File: config.mk
export PLATFORM = sky130hd
export DESIGN_NAME = tx_powerup_seq
export DESIGN_NICKNAME = d
export VERILOG_FILES = /design/src/rtl/tx_seq_pkg.sv /design/src/rtl/tx_seq_settle.sv /design/src/rtl/tx_seq_timer.sv /design/src/rtl/tx_seq_mod_pulse.sv /design/src/rtl/tx_seq_fsm.sv /design/src/rtl/tx_powerup_seq.sv
export SDC_FILE = /design/constraint.sdc
export NUM_CORES = 1
export LEC_CHECK = 0
export BUFFER_PORTS_ARGS = -buffer_cell sky130_fd_sc_hd__buf_2
export CAP_MARGIN = 30
export CORE_MARGIN = 4
export CORE_UTILIZATION = 60
export CTS_CLUSTER_SIZE = 14
export DETAILED_ROUTE_END_ITERATION = 8
export GPL_ROUTABILITY_DRIVEN = 0
export PLACE_DENSITY_LB_ADDON = 0.1
export SLEW_MARGIN = 20
export SYNTH_ARGS = -nofsm -noshare
export SYNTH_HDL_FRONTEND = slang
export SYNTH_SLANG_ARGS = --single-unit
File: constraint.sdc
create_clock -name clk_i -period 5.8 [get_ports clk_i]
set_clock_uncertainty 0.05 [all_clocks]
set_input_delay 0.29 -clock clk_i [delete_from_list [all_inputs] [get_ports clk_i]]
set_output_delay 0.29 -clock clk_i [all_outputs]
set_load 0.1 [all_outputs]
File: src/rtl/tx_seq_pkg.sv
package tx_seq_pkg;

  typedef enum logic [3:0] {
    ST_SETTLE,
    ST_PREHEAT,
    ST_READY,
    ST_HV_RAMP,
    ST_HV_ON,
    ST_TRIG_RAMP,
    ST_RUN,
    ST_DN_EXC,
    ST_DN_TRIG,
    ST_FAULT
  } seq_state_e;

  // numeric order is shutdown priority: larger wins
  typedef enum logic [1:0] {
    TGT_HV_ON = 2'd0,
    TGT_READY = 2'd1,
    TGT_FAULT = 2'd2
  } dn_tgt_e;

  typedef struct packed {
    logic hv_on;
    logic hv_off;
    logic mod_on;
    logic mod_off;
    logic fault;
  } seq_cmd_t;

endpackage

File: src/rtl/tx_seq_settle.sv
module tx_seq_settle #(
  parameter int unsigned SETTLE_CYC = 4000
) (
  input  logic clk_i,
  input  logic rst_ni,
  output logic done_o
);
  localparam int unsigned CW = $clog2(SETTLE_CYC + 1);

  logic [CW-1:0] cnt_q;

  always_ff @(posedge clk_i or negedge rst_ni) begin
    if (!rst_ni)                        cnt_q <= '0;
    else if (cnt_q != CW'(SETTLE_CYC))  cnt_q <= cnt_q + CW'(1);
  end

  assign done_o = (cnt_q == CW'(SETTLE_CYC));
endmodule

File: src/rtl/tx_seq_timer.sv
module tx_seq_timer #(
  parameter int unsigned W = 8
) (
  input  logic         clk_i,
  input  logic         rst_ni,
  input  logic         clr_i,
  input  logic         load_i,
  input  logic [W-1:0] val_i,
  output logic         zero_o
);
  logic [W-1:0] cnt_q;

  always_ff @(posedge clk_i or negedge rst_ni) begin
    if (!rst_ni)            cnt_q <= '0;
    else if (clr_i)         cnt_q <= '0;
    else if (load_i)        cnt_q <= val_i;
    else if (cnt_q != '0)   cnt_q <= cnt_q - W'(1);
  end

  assign zero_o = (cnt_q == '0);
endmodule

File: src/rtl/tx_seq_mod_pulse.sv
module tx_seq_mod_pulse #(
  parameter int unsigned PULSE_CYC = 8
) (
  input  logic clk_i,
  input  logic rst_ni,
  input  logic clr_i,
  input  logic start_on_i,
  input  logic start_off_i,
  output logic on_o,
  output logic off_o
);
  localparam int unsigned PW = $clog2(PULSE_CYC + 1);

  logic [PW-1:0] on_q, off_q;

  always_ff @(posedge clk_i or negedge rst_ni) begin
    if (!rst_ni) begin
      on_q  <= '0;
      off_q <= '0;
    end else if (clr_i) begin
      on_q  <= '0;
      off_q <= '0;
    end else if (start_off_i) begin
      // switch-off wins and truncates any switch-on in flight
      off_q <= PW'(PULSE_CYC);
      on_q  <= '0;
    end else begin
      if (off_q != '0) off_q <= off_q - PW'(1);
      if (start_on_i && off_q == '0) on_q <= PW'(PULSE_CYC);
      else if (on_q != '0)           on_q <= on_q - PW'(1);
    end
  end

  assign on_o  = (on_q != '0);
  assign off_o = (off_q != '0);
endmodule

File: src/rtl/tx_seq_fsm.sv
module tx_seq_fsm
  import tx_seq_pkg::*;
#(
  parameter int unsigned PREHEAT_CYC = 40000,
  parameter int unsigned GAP_CYC     = 40,
  parameter int unsigned TW          = 16
) (
  input  logic          clk_i,
  input  logic          rst_ni,
  input  logic          clr_i,
  input  logic          init_done_i,
  input  logic          tmr_zero_i,
  input  seq_cmd_t      cmd_i,
  output seq_state_e    state_o,
  output logic          tmr_load_o,
  output logic [TW-1:0] tmr_val_o,
  output logic          start_on_o,
  output logic          start_off_o
);
  localparam logic [TW-1:0] PREHEAT_LD = TW'(PREHEAT_CYC - 1);
  localparam logic [TW-1:0] GAP_LD     = TW'(GAP_CYC - 1);

  seq_state_e state_q, state_d;
  dn_tgt_e    tgt_q, tgt_d, req_tgt, up_tgt;
  logic       arm_q, arm_d;
  logic       stop_req;

  // shutdown request and its target, highest priority first
  always_comb begin
    stop_req = cmd_i.fault | cmd_i.hv_off | cmd_i.mod_off;
    if (cmd_i.fault)       req_tgt = TGT_FAULT;
    else if (cmd_i.hv_off) req_tgt = TGT_READY;
    else                   req_tgt = TGT_HV_ON;
    up_tgt = tgt_q;
    if (stop_req && (req_tgt > tgt_q)) up_tgt = req_tgt;
  end

  always_comb begin
    state_d     = state_q;
    tgt_d       = tgt_q;
    tmr_load_o  = 1'b0;
    tmr_val_o   = GAP_LD;
    start_on_o  = 1'b0;
    start_off_o = 1'b0;
    arm_d       = 1'b0;

    unique case (state_q)
      ST_SETTLE: begin
        if (init_done_i) begin
          state_d    = ST_PREHEAT;
          tmr_load_o = 1'b1;
          tmr_val_o  = PREHEAT_LD;
        end
      end
      ST_PREHEAT: begin
        if (tmr_zero_i) state_d = ST_READY;
      end
      ST_READY: begin
        if (cmd_i.fault) begin
          state_d = ST_FAULT;
        end else if (cmd_i.hv_on && !cmd_i.hv_off) begin
          state_d    = ST_HV_RAMP;
          tmr_load_o = 1'b1;
        end
      end
      ST_HV_RAMP: begin
        if (cmd_i.fault)       state_d = ST_FAULT;
        else if (cmd_i.hv_off) state_d = ST_READY;
        else if (tmr_zero_i)   state_d = ST_HV_ON;
      end
      ST_HV_ON: begin
        if (cmd_i.fault) begin
          state_d = ST_FAULT;
        end else if (cmd_i.hv_off) begin
          state_d = ST_READY;
        end else if (cmd_i.mod_on && !cmd_i.mod_off) begin
          state_d    = ST_TRIG_RAMP;
          tmr_load_o = 1'b1;
        end
      end
      ST_TRIG_RAMP: begin
        if (stop_req) begin
          state_d = ST_DN_TRIG;
          tgt_d   = req_tgt;
        end else if (tmr_zero_i) begin
          state_d    = ST_RUN;
          start_on_o = 1'b1;
        end
      end
      ST_RUN: begin
        if (stop_req) begin
          state_d     = ST_DN_EXC;
          tgt_d       = req_tgt;
          start_off_o = 1'b1;
        end
      end
      ST_DN_EXC: begin
        state_d = ST_DN_TRIG;
        tgt_d   = up_tgt;
      end
      ST_DN_TRIG: begin
        unique case (up_tgt)
          TGT_FAULT: state_d = ST_FAULT;
          TGT_READY: state_d = ST_READY;
          default:   state_d = ST_HV_ON;
        endcase
        tgt_d = TGT_HV_ON;
      end
      ST_FAULT: begin
        // fresh on command: request must be seen low after the fault clears
        arm_d = arm_q | (!cmd_i.fault && !cmd_i.hv_on);
        if (arm_q && cmd_i.hv_on && !cmd_i.hv_off && !cmd_i.fault) begin
          state_d    = ST_HV_RAMP;
          tmr_load_o = 1'b1;
          arm_d      = 1'b0;
        end
      end
      default: state_d = ST_SETTLE;
    endcase
  end

  always_ff @(posedge clk_i or negedge rst_ni) begin
    if (!rst_ni) begin
      state_q <= ST_SETTLE;
      tgt_q   <= TGT_HV_ON;
      arm_q   <= 1'b0;
    end else if (clr_i) begin
      state_q <= ST_SETTLE;
      tgt_q   <= TGT_HV_ON;
      arm_q   <= 1'b0;
    end else begin
      state_q <= state_d;
      tgt_q   <= tgt_d;
      arm_q   <= arm_d;
    end
  end

  assign state_o = state_q;
endmodule

File: src/rtl/tx_powerup_seq.sv
module tx_powerup_seq
  import tx_seq_pkg::*;
#(
  parameter int unsigned SETTLE_CYC  = 4000,
  parameter int unsigned PREHEAT_CYC = 40000,
  parameter int unsigned GAP_CYC     = 40,
  parameter int unsigned PULSE_CYC   = 8
) (
  input  logic clk_i,
  input  logic rst_ni,
  input  logic hv_on_req_i,
  input  logic hv_off_req_i,
  input  logic mod_on_req_i,
  input  logic mod_off_req_i,
  input  logic fault_i,
  output logic hv_en_o,
  output logic trig_en_o,
  output logic exc_en_o,
  output logic mod_on_pulse_o,
  output logic mod_off_pulse_o,
  output logic fault_lock_o
);
  localparam int unsigned TMR_MAX = (PREHEAT_CYC > GAP_CYC) ? PREHEAT_CYC : GAP_CYC;
  localparam int unsigned TW      = $clog2(TMR_MAX + 1);

  logic          init_done, soft_clr;
  logic          tmr_load, tmr_zero;
  logic [TW-1:0] tmr_val;
  logic          start_on, start_off;
  seq_cmd_t      cmd;
  seq_state_e    state;

  assign cmd = '{hv_on:   hv_on_req_i,
                 hv_off:  hv_off_req_i,
                 mod_on:  mod_on_req_i,
                 mod_off: mod_off_req_i,
                 fault:   fault_i};

  tx_seq_settle #(.SETTLE_CYC(SETTLE_CYC)) u_settle (
    .clk_i  (clk_i),
    .rst_ni (rst_ni),
    .done_o (init_done)
  );

  // internal reset: synchronous clear of all state until settled
  assign soft_clr = !init_done;

  tx_seq_timer #(.W(TW)) u_timer (
    .clk_i  (clk_i),
    .rst_ni (rst_ni),
    .clr_i  (soft_clr),
    .load_i (tmr_load),
    .val_i  (tmr_val),
    .zero_o (tmr_zero)
  );

  tx_seq_fsm #(
    .PREHEAT_CYC (PREHEAT_CYC),
    .GAP_CYC     (GAP_CYC),
    .TW          (TW)
  ) u_fsm (
    .clk_i       (clk_i),
    .rst_ni      (rst_ni),
    .clr_i       (soft_clr),
    .init_done_i (init_done),
    .tmr_zero_i  (tmr_zero),
    .cmd_i       (cmd),
    .state_o     (state),
    .tmr_load_o  (tmr_load),
    .tmr_val_o   (tmr_val),
    .start_on_o  (start_on),
    .start_off_o (start_off)
  );

  tx_seq_mod_pulse #(.PULSE_CYC(PULSE_CYC)) u_pulse (
    .clk_i       (clk_i),
    .rst_ni      (rst_ni),
    .clr_i       (soft_clr),
    .start_on_i  (start_on),
    .start_off_i (start_off),
    .on_o        (mod_on_pulse_o),
    .off_o       (mod_off_pulse_o)
  );

  always_comb begin
    hv_en_o      = 1'b0;
    trig_en_o    = 1'b0;
    exc_en_o     = 1'b0;
    fault_lock_o = 1'b0;
    unique case (state)
      ST_HV_RAMP, ST_HV_ON, ST_DN_TRIG: hv_en_o = 1'b1;
      ST_TRIG_RAMP, ST_DN_EXC: begin
        hv_en_o   = 1'b1;
        trig_en_o = 1'b1;
      end
      ST_RUN: begin
        hv_en_o   = 1'b1;
        trig_en_o = 1'b1;
        exc_en_o  = 1'b1;
      end
      ST_FAULT: fault_lock_o = 1'b1;
      default: ;
    endcase
  end
endmodule

==> results of run 1 <==
state kept, by name (all words and copies together), names as in the netlist:
name,cells
u_fsm.state_o,4
u_pulse.on_q,4
u_settle.cnt_q,12
u_fsm.tgt_q,2
u_timer.cnt_q,16
u_fsm.arm_q,1
u_pulse.off_q,4
power by group through the flow:
stage	Combinational (mW)	Sequential (mW)	Clock, mW
after global routing	0.0288	0.300	0.213
after CTS	0.0256	0.299	0.200
final	0.0253	0.299	0.194
after floorplan	0.0108	0.306	0
after detailed placement	0.0250	0.305	0
after global placement	0.0223	0.305	0
cells by family after synthesis:
logic type,count (synthesis),share of synthesized area
xor gates and xnor gates,25,0.08151
AOI/OAI and AO/OA,60,0.1551
buffers and inverters,28,0.04145
adders and majority gates,10,0.04565
DFF,43,0.4006
muxes,5,0.01910
and+or+nand+nor,121,0.2566
path summary, 6_finish.rpt:
path | startpoint | to | cells after the start
min | hv_on_req_i | u_fsm.arm_q | 4
max | hv_off_req_i | u_fsm.state_o[0] | 14
max in group asynchronous | rst_ni | u_timer.cnt_q[5] | 3
min reg2reg | u_settle.cnt_q[11] | u_settle.cnt_q[11] | 1
max reg2reg | u_fsm.tgt_q[1] | u_fsm.state_o[0] | 12
min in group asynchronous | rst_ni | u_fsm.tgt_q[1] | 2
metrics by stage:
step                      cells  setup WS [ns]  power (mW)    util  hold WS [ns]
after global placement      348          2.936      0.3278  0.6374        0.4174
after floorplan             292          3.126      0.3164       -      -0.05559
after CTS                   358          3.115      0.5250  0.6675        0.3136
final                       359          3.092      0.5183  0.6681        0.3126
after global routing        358          2.871      0.5409  0.6675        0.3826
after detailed placement    349          2.811      0.3304  0.6437        0.2640
metal layers:
layer  wire, um  vias to the layer above  global-route usage
met3        246                        4             0.05073
met5          0                        -                   0
li1           -                     1077                   -
met4         31                        0             0.04941
met1       2542                     1022              0.2985
met2       2391                       43              0.3162
repair_timing:
| item | CTS | global route |
|---|---|---|
| hold buffers | 1 | 0 |
| endpoints found under the hold margin | 22 | 0 |
| setup buffers | 0 | 0 |
tightest hold or removal path: stages:
cell,delay (ns)
buf_2,0.11
nor2_1,0.04
o211ai_1,0.15
nor2_1,0.04
placed cells by master (no fill, tap or decap), types with 4 or more instances in the layout:
cell,instances
a21oi_1,21
a31oi_1,4
a32o_1,4
buf_2,12
clkbuf_8,5
dfrtp_1,43
ha_1,9
inv_1,20
mux2i_1,4
nand2_1,19
nand2b_1,7
nand3_1,11
nand4_1,7
nor2_1,34
nor3_1,8
nor4_1,4
o211ai_1,4
o21ai_0,7
or3_1,5
xnor2_1,15
xor2_1,10
final cells by class:
cell class	instances	area, um^2	area share
clock inverter	3	25.02	0.008602
tap	52	65.06	0.02237
sequential	43	1076	0.3699
multi-input combinational	221	1499	0.5153
inverter	20	75.07	0.02581
antenna	1	2.502	0.0008602
timing repair buffer	14	97.59	0.03355
clock buffer	5	68.82	0.02366
==> metrics.txt, run 1 <==
status complete, no violations; library cells used by synthesis 56; Avg Inst Size Synth between 9 and 10 um^2; sequential share of the synthesized area 0.4006; DP HPWL just under 4000 um; Area Overhead vs Synth 8.291%; design area slightly below 3000 um^2; Clock transition at path regs around 0.09 ns; CP Cell Sequence buf_2 -> inv_1 -> nor2_1 -> inv_1 -> ha_1 -> a211o_1 -> mux2i_1 -> inv_1 -> ha_1 -> mux2i_1 -> a2bb2oi_1 -> nor2_1 -> o22a_1 -> a32o_1; starting density of the core 0.6170; setup_tns 0 ns; Hold/Removal Path Class primary input to register; vias per cell about 6; boundary pin count 13; vias in the first global route 1927; Max Fclk around 370 MHz; Fin. Hold Viols 0; LEAKAGE approximately 1.4 nW; Max-Cap Viols 0; clk_lat worst skew around 0.30 ns; most numerous cell in the Yosys netlist dfrtp_1; clock root cell clkbuf_8; Syn Inst Count slightly below 300; Clk network pwr share 0.373; fill count about 360; die area 5612 um^2; FF+latch count, synth 43; Crit path required time just under 6 ns; largest net degree at the start of global routing 24; layout cell share with drive strength beyond 1 0.1144; RSZ-0062 raised after global routing false; Period minus WS final approximately 2.7 ns; Yosys top cell area share 0.4006; Critical Path End Type register; number of flops mapped to enable cells by yosys 0; period utilisation layout 0.4669; CP delay by family, top compound AO/OA/AOI/OAI gates; post-synthesis cell area 2686 um^2; Largest stage delay, worst path roughly 0.34 ns; Final ANT Viol Nets 0; cts bufs inserted 5; dominant cell type by area after synthesis dfrtp_1; Pre-Repair DR Iteration Count 4; Die Wd about 75 um; Final Max Tran Viols 0; Power Dens Cells approximately 180 nW/um^2; CTS max path bufs 2; routed len/inst 14.52 um; # rows 24; DRT iter0 DRCs between 200 and 250; Synth Net Count slightly above 300; WS Path Type primary input to register; Comb pwr share 0.049; CP max FO 8; CTS resizes 0; critical path's slowest cell a211o_1; port buffer count 12; Top FF cell, synth dfrtp_1; gr ovfl total 0; core area 4354 um^2; Syn. warnings 0; Max VDD drop 0.1696 mV; die height roughly 75 um; final setup violation count 0; DRC 0; Post-Place Cell Area approximately 2800 um^2; first-pass GRT wire length approximately 9000 um; Slew Limit Headroom 0.4783; CP Launch Type primary input; WP data arrival between 2 and 3 ns; antenna violations before repair 0; TritonCTS clock tree yes; WL final 5212 um; H-tree lvl count 2; sw power around 0.12 mW; asr flop ratio synth 1.000; Commonest cells post-synth dfrtp_1, nor2_1, a21oi_1; Synth area leaders dfrtp_1, xnor2_1, nor2_1, ha_1, a21oi_1; clk sinks 43; Buf+Inv Stages, Crit Path 4; All-Layer GR Usage 0.2074; Worst path most repeated cell inv_1; Flop pwr share 0.578; flop-to-flop setup slack roughly 3.2 ns; DR vias between 2000 and 2500; Sw Ratio 0.2388; cell internal pwr between 0.3 and 0.4 mW; count of nets after finishing around 320; Slew @ Worst Pin 0.7826 ns
No activity file was read; power rests on OpenSTA's default activity.
==> run 2: changes to the inputs <==
- clock period: 5.8 -> 2.8 ns (I/O delays scaled with it)
==> run 2 against run 1 <==
  * Die area is the same
  * Sequential power grew 110%
  * Global-route usage grew 1.1 points
  * Non-clock buffer count grew 6
  * Worst setup slack lost 2.8 ns
  * Critical endpoint unchanged
==> metrics.txt, run 2 (synthesis results as in run 1) <==
status complete, no violations; count of nets after finishing 327; starting density of the core 0.6170; WL final roughly 5400 um; LEAKAGE about 1.4 nW; Top Layer Used met4; layout cell share with drive strength beyond 1 0.1314; most frequent cells in the layout dfrtp_1, nor2_1, a21oi_1; Die Wd between 70 and 80 um; Slew Limit Headroom 0.5123; largest net degree at the start of global routing 24; boundary pin count 13; Max-Cap Viols 0; Final ANT Viol Nets 0; Fin. Hold Viols 0; n_diodes 0; RSZ-0062 raised after global routing false; final setup violation count 0; DRT iter0 DRCs between 200 and 300; fill count 339; clk_lat worst skew ~0.30 ns; gr ovfl total 0; Register-to-Register Path Depth 10; DP Cell Count about 360; port buffer count 12; commonest non-fill, non-tap cell in the layout dfrtp_1; antenna violations before repair 0; DR vias around 2200; clk sinks 43; DP HPWL between 3000 and 4000 um; CP Launch Type register; Max VDD drop around 0.32 mV; die area 5612 um^2; Final Max Tran Viols 0; wl on met1 about 2600 um; H-tree lvl count 2; non-filler cells in the finished layout ~360; WS Path Type register to register; # rows 24; TritonCTS clock tree yes; setup_tns 0 ns; cts bufs inserted 5; Top reg by flops u_timer.cnt_q; routed len/inst around 15 um; design area between 2000 and 3000 um^2; max reg flops 16; Slew @ Worst Pin between 0.7 and 0.8 ns; Clock transition at path regs approximately 0.090 ns; vias in the first global route about 2000; met3 wire len about 250 um; met2 wire len between 2000 and 2500 um; All-Layer GR Usage 0.2188; period utilisation layout 0.8975; hold depth 4; Crit path required time 2.95 ns; Max Fclk a little under 400 MHz; Critical Path End Type register; DRC 0; Post-Place Cell Area around 2800 um^2; core area between 4000 and 5000 um^2; Power Dens Cells about 370 nW/um^2; vias per cell approximately 5.9; Pre-Repair DR Iteration Count 4; Period minus WS final roughly 2.5 ns; top flop regs u_timer.cnt_q x16, u_settle.cnt_q x12; clock root cell clkbuf_8; first-pass GRT wire length 9439 um; Hold/Removal Path Class primary input to register; WP data arrival ~2.7 ns; die height 74.91 um; Area Overhead vs Synth 9.828%; CTS max path bufs 2; CP max FO 3
-- run 2: final timing paths --
| path | from | end | slack, ns |
|---|---|---|---|
| max in group asynchronous | rst_ni | u_timer.cnt_q[3] | 1.91 |
| setup / recovery | u_fsm.tgt_q[0] | u_fsm.state_o[0] | 0.29 |
| hold reg to reg | u_settle.cnt_q[11] | u_settle.cnt_q[11] | 0.44 |
| hold / removal | hv_on_req_i | u_fsm.arm_q | 0.19 |
| min in group asynchronous | rst_ni | u_fsm.tgt_q[1] | 0.29 |
| setup reg to reg | u_fsm.tgt_q[0] | u_fsm.state_o[0] | 0.29 |
-- run 2: where the power goes --
| part | total (mW) | internal [mW] | leakage, nW | switching, mW |
|---|---|---|---|---|
| Combinational | 0.0546 | 0.0204 | 0.759 | 0.0342 |
| Sequential | 0.620 | 0.620 | 0.587 | 0 |
| Clock | 0.410 | 0.178 | 0.0408 | 0.232 |
-- run 2: per-layer routing --
layer / vias to the layer above / track usage
met3: 8 / 0.04673
met4: 0 / 0.06126
li1: 1088 / -
met5: - / 0
met1: 1025 / 0.3131
met2: 42 / 0.3366
-- run 2: area by class of cell --
class                      count  area, um^2  share of cell area
sequential                    43        1076              0.3647
clock buffer                   5       68.82             0.02332
tap                           52       65.06             0.02205
multi-input combinational    221        1499              0.5081
timing repair buffer          20       142.6             0.04835
clock inverter                 3       23.77            0.008058
inverter                      20       75.07             0.02545
-- run 2: through the flow --
step / hold WS (ns) / worst slack, ns / total power, mW / util
5_1_grt: 0.2066 / 0.1191 / 1.138 / 0.6776
3_5_place_dp: 0.1020 / 0.1665 / 0.6869 / 0.6540
3_3_place_gp: 0.3035 / 0.2462 / 0.6816 / 0.6477
2_1_floorplan: -0.2056 / 0.2764 / 0.6554 / -
4_1_cts: 0.1727 / 0.2962 / 1.108 / 0.6776
6_report: 0.1859 / 0.2870 / 1.085 / 0.6776
-- run 2: worst max-delay path, stage by stage, from the launching register on --
cell and delay, ns:
dfrtp_1 0.41, ha_1 0.30, a211o_1 0.33, mux2i_1 0.25, inv_1 0.07, ha_1 0.22
mux2i_1 0.14, a2bb2oi_1 0.18, nor2_1 0.06, o22a_1 0.21, a32o_1 0.20
-- run 2: what timing repair did --
action	4_1_cts	5_1_grt
buffers inserted	0	0
endpoints found under the hold margin	20	0
hold buffers	1	0
gates resized for setup	0	0
